==> src/rtl/result_port_pkg.sv <==
`timescale 1ns/1ps
// Package: shared sizes and field indices for the result output port.
// Assumes a result word of at least 8 bits so that bits 6..4 exist.
package result_port_pkg;
    localparam int RES_W       = 16;   // result word width
    localparam int LO_W        = 4;    // always-driven low bus bits
    localparam int MUX_W       = 3;    // bus bits shared with serial config
    localparam int SYNC_STAGES = 2;    // external clock synchronizer depth

    // meaning of the shared pins when the serial port is selected
    localparam int CFG_EXT_CLK  = 0;
    localparam int CFG_SYNC_INV = 1;
    localparam int CFG_SCLK_INV = 2;
endpackage

==> src/rtl/result_capture.sv <==
`timescale 1ns/1ps
// Module: result_capture
// Applies the output coding to each incoming result and keeps the last
// coded word for the parallel bus. Also passes the coded word on at once,
// so that the serial framer can load it in the capture cycle.
// Assumes res_valid is a single-cycle strobe in the clk domain.
module result_capture #(
    parameter int W = 16
) (
    input  logic         clk,
    input  logic         rst_n,
    input  logic [W-1:0] res_data,
    input  logic         res_valid,
    input  logic         fmt_straight,
    output logic [W-1:0] coded_now,
    output logic [W-1:0] word_q
);
    localparam logic [W-1:0] MSB_MASK = {1'b1, {(W-1){1'b0}}};

    // Coding: flip the MSB for two's complement output.
    always_comb begin
        coded_now = fmt_straight ? res_data : (res_data ^ MSB_MASK);
    end

    // Latch the coded word on every valid strobe.
    always_ff @(posedge clk) begin
        if (!rst_n) begin
            word_q <= '0;
        end else if (res_valid) begin
            word_q <= coded_now;
        end
    end

    // the latched word only changes on a strobe
    p_word_steady_r1: assert property (@(posedge clk) disable iff (!rst_n)
        !res_valid |=> $stable(word_q));
endmodule

==> src/rtl/par_bus_drv.sv <==
`timescale 1ns/1ps
// Module: par_bus_drv
// Drives the parallel data bus from the latched word. The bus is blanked
// unless chip select and read are both low. In serial mode the shared bits
// are released (output enable low) and the upper bits are held at zero.
// The low nibble is driven in both modes.
// Assumes W >= 8.
module par_bus_drv #(
    parameter int W     = 16,
    parameter int LO_W  = 4,
    parameter int MUX_W = 3
) (
    input  logic [W-1:0]            word_q,
    input  logic                    ser_sel,
    input  logic                    cs_n,
    input  logic                    rd_n,
    input  logic                    clk,
    input  logic                    rst_n,
    output logic [LO_W-1:0]         bus_lo,
    output logic [MUX_W-1:0]        mux_out,
    output logic                    mux_oe,
    output logic [W-LO_W-MUX_W-1:0] bus_hi
);
    localparam int MID_LSB = LO_W;
    localparam int HI_LSB  = LO_W + MUX_W;

    logic         rd_en;
    logic [W-1:0] gated;

    // Read strobe decode: both active-low controls asserted.
    always_comb begin
        rd_en = !cs_n && !rd_n;
        gated = rd_en ? word_q : '0;
    end

    // Split the bus by mode: shared and upper bits go quiet in serial mode.
    always_comb begin
        bus_lo  = gated[LO_W-1:0];
        mux_oe  = !ser_sel;
        mux_out = ser_sel ? '0 : gated[HI_LSB-1:MID_LSB];
        bus_hi  = ser_sel ? '0 : gated[W-1:HI_LSB];
    end

    // outside a read the whole bus is zero
    p_bus_blank_r2: assert property (@(posedge clk) disable iff (!rst_n)
        (cs_n || rd_n) |-> (bus_lo == '0 && mux_out == '0 && bus_hi == '0));
endmodule

==> src/rtl/ser_clk_unit.sv <==
`timescale 1ns/1ps
// Module: ser_clk_unit
// Produces the launch pulse that moves the serial data on by one bit.
// Internal source: the system clock halved, running only during a frame.
// External source: sclk_in passes a synchronizer chain, is inverted if
// asked, and each falling edge of the result gives one launch.
// Assumes the clock source select is static while a frame is in flight.
module ser_clk_unit #(
    parameter int SYNC_STAGES = 2
) (
    input  logic clk,
    input  logic rst_n,
    input  logic ser_sel,
    input  logic ext_sel,
    input  logic sclk_inv,
    input  logic frame_act,
    input  logic sclk_in,
    output logic launch,
    output logic sclk_out,
    output logic sclk_oe
);
    logic [SYNC_STAGES-1:0] chain;
    logic                   ext_prev;
    logic                   ext_raw;
    logic                   phase;
    logic                   launch_int;
    logic                   launch_ext;

    // Synchronizer chain for the external clock.
    for (genvar g = 0; g < SYNC_STAGES; g++) begin : g_sync
        if (g == 0) begin : g_first
            // First stage samples the pin.
            always_ff @(posedge clk) begin
                if (!rst_n) chain[g] <= 1'b0;
                else        chain[g] <= sclk_in;
            end
        end else begin : g_next
            // Later stages follow the one before.
            always_ff @(posedge clk) begin
                if (!rst_n) chain[g] <= 1'b0;
                else        chain[g] <= chain[g-1];
            end
        end
    end

    // Remove the pin inversion so that the falling edge always launches.
    always_comb begin
        ext_raw = chain[SYNC_STAGES-1] ^ sclk_inv;
    end

    // Keep the previous external level for edge detection.
    always_ff @(posedge clk) begin
        if (!rst_n) ext_prev <= 1'b0;
        else        ext_prev <= ext_raw;
    end

    // Internal divide-by-two, held low between frames.
    always_ff @(posedge clk) begin
        if (!rst_n)          phase <= 1'b0;
        else if (!frame_act) phase <= 1'b0;
        else                 phase <= ~phase;
    end

    // Launch pulse selection and bit clock pin drive.
    always_comb begin
        launch_int = frame_act && phase;
        launch_ext = frame_act && ext_prev && !ext_raw;
        launch     = ext_sel ? launch_ext : launch_int;
        sclk_oe    = ser_sel && !ext_sel;
        sclk_out   = sclk_oe ? ((phase && frame_act) ^ sclk_inv) : 1'b0;
    end

    // internal launches are never on two cycles in a row
    p_int_spacing_r5: assert property (@(posedge clk) disable iff (!rst_n)
        (!ext_sel && launch) |=> (!launch || ext_sel));
    // the driven bit clock rests at the invert setting between frames
    p_sclk_rest_r8: assert property (@(posedge clk) disable iff (!rst_n)
        (ser_sel && !ext_sel && !frame_act) |-> (sclk_out == sclk_inv));
endmodule

==> src/rtl/ser_framer.sv <==
`timescale 1ns/1ps
// Module: ser_framer
// Shifts a coded word out MSB first, one bit per launch pulse, and keeps
// the frame signal active for the whole frame. A word captured during a
// frame goes into a single holding slot (newest wins). It starts after one
// idle cycle with the frame signal inactive.
// Assumes the launch pulse is only seen while frame_act is high.
module ser_framer #(
    parameter int W = 16
) (
    input  logic         clk,
    input  logic         rst_n,
    input  logic         ser_sel,
    input  logic         cap_valid,
    input  logic [W-1:0] cap_word,
    input  logic         launch,
    input  logic         sync_inv,
    output logic         ser_dout,
    output logic         ser_sync,
    output logic         frame_act
);
    localparam int CNT_W = $clog2(W);
    localparam logic [CNT_W-1:0] LAST_BIT = CNT_W'(W - 1);

    logic             busy;
    logic [W-1:0]     shreg;
    logic [CNT_W-1:0] bit_cnt;
    logic             pend_vld;
    logic [W-1:0]     pend_q;
    logic             start_pend;
    logic             start_new;
    logic             hold_new;

    // Decide what a new strobe does: start a frame now, or wait.
    always_comb begin
        start_pend = !busy && ser_sel && pend_vld;
        start_new  = !busy && ser_sel && !pend_vld && cap_valid;
        hold_new   = ser_sel && cap_valid && (busy || pend_vld);
    end

    // Frame sequencing: load, shift on launch, stop after the last bit.
    always_ff @(posedge clk) begin
        if (!rst_n) begin
            busy    <= 1'b0;
            shreg   <= '0;
            bit_cnt <= '0;
        end else if (busy) begin
            if (launch) begin
                if (bit_cnt == LAST_BIT) begin
                    busy <= 1'b0;
                end else begin
                    bit_cnt <= bit_cnt + 1'b1;
                    shreg   <= {shreg[W-2:0], 1'b0};
                end
            end
        end else if (start_pend) begin
            busy    <= 1'b1;
            shreg   <= pend_q;
            bit_cnt <= '0;
        end else if (start_new) begin
            busy    <= 1'b1;
            shreg   <= cap_word;
            bit_cnt <= '0;
        end
    end

    // Holding slot for a result that cannot be sent yet.
    always_ff @(posedge clk) begin
        if (!rst_n) begin
            pend_vld <= 1'b0;
            pend_q   <= '0;
        end else if (hold_new) begin
            pend_vld <= 1'b1;
            pend_q   <= cap_word;
        end else if (start_pend) begin
            pend_vld <= 1'b0;
        end
    end

    // Serial pin drive with the polarity applied to the frame signal.
    always_comb begin
        frame_act = busy;
        ser_dout  = busy ? shreg[W-1] : 1'b0;
        ser_sync  = ser_sel ? (busy ^ sync_inv) : 1'b0;
    end

    // data holds between launches
    p_hold_bit_r4: assert property (@(posedge clk) disable iff (!rst_n)
        (busy && !launch) |=> $stable(ser_dout));
    // a frame only ends on a launch
    p_end_on_launch_r4: assert property (@(posedge clk) disable iff (!rst_n)
        $fell(busy) |-> $past(launch));
    // a result arriving mid-frame is kept
    p_keep_new_r9: assert property (@(posedge clk) disable iff (!rst_n)
        (busy && ser_sel && cap_valid) |=> pend_vld);
endmodule

==> src/rtl/result_port.sv <==
`timescale 1ns/1ps
// Module: result_port (top)
// Result output port: coding, parallel bus muxing, serial framing and
// bit clock selection. The shared bits carry bus data in parallel mode
// and serial configuration in serial mode.
// Assumes ser_sel and the configuration pins are static while a frame runs.
module result_port
    import result_port_pkg::*;
#(
    parameter int W  = RES_W,
    parameter int SS = SYNC_STAGES
) (
    input  logic                    clk,
    input  logic                    rst_n,
    input  logic [W-1:0]            res_data,
    input  logic                    res_valid,
    input  logic                    fmt_straight,
    input  logic                    ser_sel,
    input  logic                    cs_n,
    input  logic                    rd_n,
    output logic [LO_W-1:0]         bus_lo,
    input  logic [MUX_W-1:0]        mux_in,
    output logic [MUX_W-1:0]        mux_out,
    output logic                    mux_oe,
    output logic [W-LO_W-MUX_W-1:0] bus_hi,
    output logic                    ser_dout,
    output logic                    ser_sync,
    output logic                    sclk_out,
    output logic                    sclk_oe,
    input  logic                    sclk_in
);
    logic [W-1:0] coded_now;
    logic [W-1:0] word_q;
    logic         ext_sel;
    logic         sync_inv;
    logic         sclk_inv;
    logic         launch;
    logic         frame_act;

    // Shared pins count as configuration only in serial mode.
    always_comb begin
        ext_sel  = ser_sel && mux_in[CFG_EXT_CLK];
        sync_inv = ser_sel && mux_in[CFG_SYNC_INV];
        sclk_inv = ser_sel && mux_in[CFG_SCLK_INV];
    end

    result_capture #(.W(W)) u_capture (
        .clk          (clk),
        .rst_n        (rst_n),
        .res_data     (res_data),
        .res_valid    (res_valid),
        .fmt_straight (fmt_straight),
        .coded_now    (coded_now),
        .word_q       (word_q)
    );

    par_bus_drv #(.W(W), .LO_W(LO_W), .MUX_W(MUX_W)) u_bus (
        .word_q  (word_q),
        .ser_sel (ser_sel),
        .cs_n    (cs_n),
        .rd_n    (rd_n),
        .clk     (clk),
        .rst_n   (rst_n),
        .bus_lo  (bus_lo),
        .mux_out (mux_out),
        .mux_oe  (mux_oe),
        .bus_hi  (bus_hi)
    );

    ser_clk_unit #(.SYNC_STAGES(SS)) u_clk (
        .clk       (clk),
        .rst_n     (rst_n),
        .ser_sel   (ser_sel),
        .ext_sel   (ext_sel),
        .sclk_inv  (sclk_inv),
        .frame_act (frame_act),
        .sclk_in   (sclk_in),
        .launch    (launch),
        .sclk_out  (sclk_out),
        .sclk_oe   (sclk_oe)
    );

    ser_framer #(.W(W)) u_framer (
        .clk       (clk),
        .rst_n     (rst_n),
        .ser_sel   (ser_sel),
        .cap_valid (res_valid),
        .cap_word  (coded_now),
        .launch    (launch),
        .sync_inv  (sync_inv),
        .ser_dout  (ser_dout),
        .ser_sync  (ser_sync),
        .frame_act (frame_act)
    );

    // no frame activity in parallel mode
    p_par_quiet_r10: assert property (@(posedge clk) disable iff (!rst_n)
        (!ser_sel && $past(!ser_sel)) |-> (!frame_act || $past(frame_act)));
endmodule

==> config.mk <==
export PLATFORM = sky130hd
export DESIGN_NAME = result_port
export DESIGN_NICKNAME = d
export VERILOG_FILES = /design/src/rtl/result_port_pkg.sv /design/src/rtl/result_capture.sv /design/src/rtl/par_bus_drv.sv /design/src/rtl/ser_clk_unit.sv /design/src/rtl/ser_framer.sv /design/src/rtl/result_port.sv
export SDC_FILE = /design/constraint.sdc
export NUM_CORES = 1
export LEC_CHECK = 0
export ABC_AREA = 0
export BUFFER_PORTS_ARGS = -buffer_cell sky130_fd_sc_hd__buf_2
export CAP_MARGIN = 20
export CORE_UTILIZATION = 50
export CTS_CLUSTER_SIZE = 40
export DETAILED_ROUTE_END_ITERATION = 10
export PLACE_DENSITY_LB_ADDON = 0.25
export SYNTH_ARGS = -nofsm -noshare
export SYNTH_HDL_FRONTEND = slang
export SYNTH_SLANG_ARGS = --single-unit
==> constraint.sdc <==
create_clock -name clk -period 1.5 [get_ports clk]
set_input_delay 0.15 -clock clk [delete_from_list [all_inputs] [get_ports clk]]
set_output_delay 0.15 -clock clk [all_outputs]
set_load 0.03 [all_outputs]
==> metrics.txt <==
ant diodes 0; # clock sinks 58; Core Footprint 5240 µm²; max capacitance violation total 0; most frequent cell after synthesis nand2_1; Via Count 2465; worst-skew pair later-pin latency 0.32 ns; HP Class primary input to register; Hold Crit Depth 2; met2 usage 0.366; EDFF count, synth 0; Worst Setup End Kind register; Syn Area/Cell 8.60 µm²; fmax 0.676 GHz; gr busiest metal met2; RSZ-0062 raised after global routing true; ys flop type dfxtp_1; initial antenna violation count 0; first-pass GRT wire length 10.6 mm; die area 5910 µm²; PortBufs 47; Final setup viols 0; Commonest cells post-synth nand2_1 (68), dfxtp_1 (58), mux2i_1 (33); final slew viol count 0; critical-path cell list xor2_4 > o2bb2ai_4 > a31oi_4 > clkbuf_16 > mux2i_1; final worst slack 0.0216 ns; DRC 0; total CTS buffers 9; final-stage net count 412; Final Skew 0.00750 ns; clk buf depth 2; Root Buffer clkbuf_8; Die Y 76.9 µm; Final Cell Area 3550 µm²; Crit Path Max Fanout 8; Hold Path Origin sclk_in; Startpoint Class register; leak pwr 0.00156 µW; outcome complete, no violations; wire length per cell 13.8 µm; iteration count of the initial detailed-routing pass 4; area post-placement 3200 µm²; yosys warns 0; Worst slew margin 0.598; worst path arrival time 1.73 ns; number of DRC markers in iteration 0 124; Final Wtd Congestion 0.745; async set-reset flop share out of synthesis 0; Final period util 0.986; top cell type's share of synthesized area 0.414; total grt overflow 0; M3 GR Usage 0.0429; register area 1170 µm²; Synth area leader dfxtp_1; worst reg2reg path depth 5; worst vdd ir 0.000655 V; vias in the first global route 2382; top cells by area, synth dfxtp_1 (41%), mux2i_1 (12%), nand2_1 (9.1%); FP Rows 26; reg2reg end u_framer.shreg[11]; Req. time, crit path 1.75 ns; DP Wirelength 4.17 mm; post-synthesis cell type count 37; Final Hold Fails 0; Post-Syn Instances 326; gr usage total 0.221; layout cells sized above 1 0.298; Pwr Density 986 nW/µm²; FILL cells 442; CTS tree built; Largest stage delay, worst path 0.37 ns; reg-to-reg startpoint u_clk.chain[1]; CTS H-tree lvls 3; Setup Crit Path Kind register to register; Area growth, synth to finish 26.7%; synthesized flop and latch total 58; Worst-Margin Slew 0.604 ns; Ports 48; register area share after synthesis 0.414; Net Count, Synth 354; Tmin final 1.48 ns; pin count of the biggest net entering global routing 41; Clock transition at path regs 0.07 ns; Via density 5.37; Worst path slowest cell dfxtp_4; Horiz. Die Dim 76.9 µm; r2r setup slk 0.02 ns; post-synth design cell area 2800 µm²; WL final 6.33 mm; cts hold-fix bufs 0; met1 usage 0.276; Antenna Nets Post-Route 0; pre-CTS setup slack -0.0442 ns; Initial Util 0.535; multi-input logic area 1600 µm²; worst hold path endpoint u_clk.chain[0]
-- sequential cells by signal, indices dropped and copies added (netlist names) --
name,count
u_framer.pend_q,16
u_clk.ext_prev,1
u_framer.frame_act,1
u_framer.pend_vld,1
u_clk.phase,1
u_framer.bit_cnt,4
u_clk.chain,2
u_framer.shreg,16
u_capture.word_q,16
-- through the flow --
step	hold slack [ns]	utilization	total power, µW	TNS, ns	std cells
2_1_floorplan	0.277	-	2020	0	326
3_3_place_gp	0.356	0.612	2170	0	439
3_5_place_dp	0.363	0.612	2180	-0.227	439
4_1_cts	0.0223	0.651	3480	0	456
5_1_grt	0.0451	0.678	3670	-0.0995	459
6_report	0.0315	0.678	3500	0	459
-- area by class of cell --
cell class              instances  area share
flip-flops and latches         58       0.330
inverters                       2     0.00211
well taps                      70      0.0247
multi-input cells             241       0.451
repair buffers                 72       0.141
clock inverters                 2     0.00282
clock buffers                  14      0.0486
-- what timing repair did --
| action | in CTS | in global routing |
|---|---|---|
| setup endpoints to repair | 19 | 33 |
| resized for setup | 4 | 17 |
| endpoints found under the hold margin | 0 | 0 |
| pin swaps | 1 | 4 |
| gates cloned | 0 | 2 |
| buffers inserted | 1 | 1 |
-- report_power, final --
| group | switching [µW] | internal [µW] | total (µW) |
|---|---|---|---|
| sequential | 42.3 | 1620 | 1660 |
| clock | 569 | 731 | 1300 |
| combinational | 286 | 254 | 541 |
-- metal layers --
metal | part of all wire | vias up | wire length (µm)
met5 | 0 | - | 0
met4 | 0.013 | 0 | 80
met3 | 0.028 | 8 | 179
met2 | 0.48 | 48 | 3010
met1 | 0.48 | 1177 | 3060
li1 | - | 1232 | -
-- cells by family (layout without fill, tap and decap cells) --
kind of cell,count (synthesis),in the layout,share of synthesized area
xor+xnor,5,5,0.0156
compound gates,59,59,0.153
mux,34,34,0.122
flops,58,58,0.414
buf+inv,27,90,0.0486
fa+ha+maj,1,1,0.00446
simple gates,142,142,0.242
-- worst max path at each step --
stage	from	to	slack (ns)	cells past startpoint
5_1_grt	u_clk.chain[1]	u_framer.shreg[12]	-0.05	5
3_5_place_dp	u_clk.chain[1]	u_framer.shreg[11]	-0.04	5
6_report	u_clk.chain[1]	u_framer.shreg[11]	0.02	5
2_1_floorplan	ser_sel	sclk_out	0.005	5
3_3_place_gp	u_framer.pend_vld	u_framer.pend_q[11]	0.09	4
4_1_cts	u_framer.pend_vld	u_framer.pend_q[0]	0.004	4
-- worst max-delay path: cells and delay by family, from the launching register on --
family / cells / cell delay, ns
xor+xnor: 1 / 0.20
flops: 1 / 0.37
buf+inv: 1 / 0.24
mux: 1 / 0.19
compound gates: 2 / 0.40
-- placed cells by master, fill, tap and decap left out, drive strengths merged, types with 6 or more instances in the layout --
master | netlist | layout
o21ai | 16 | 16
a21boi | 16 | 16
a31o | 16 | 16
nor2 | 6 | 6
nor2b | 17 | 17
nand2 | 68 | 68
nand3 | 21 | 21
dfxtp | 58 | 58
and2 | 21 | 21
clkbuf | 13 | 16
mux2i | 33 | 33
buf | 12 | 70
No activity file was read; power rests on OpenSTA's default activity.
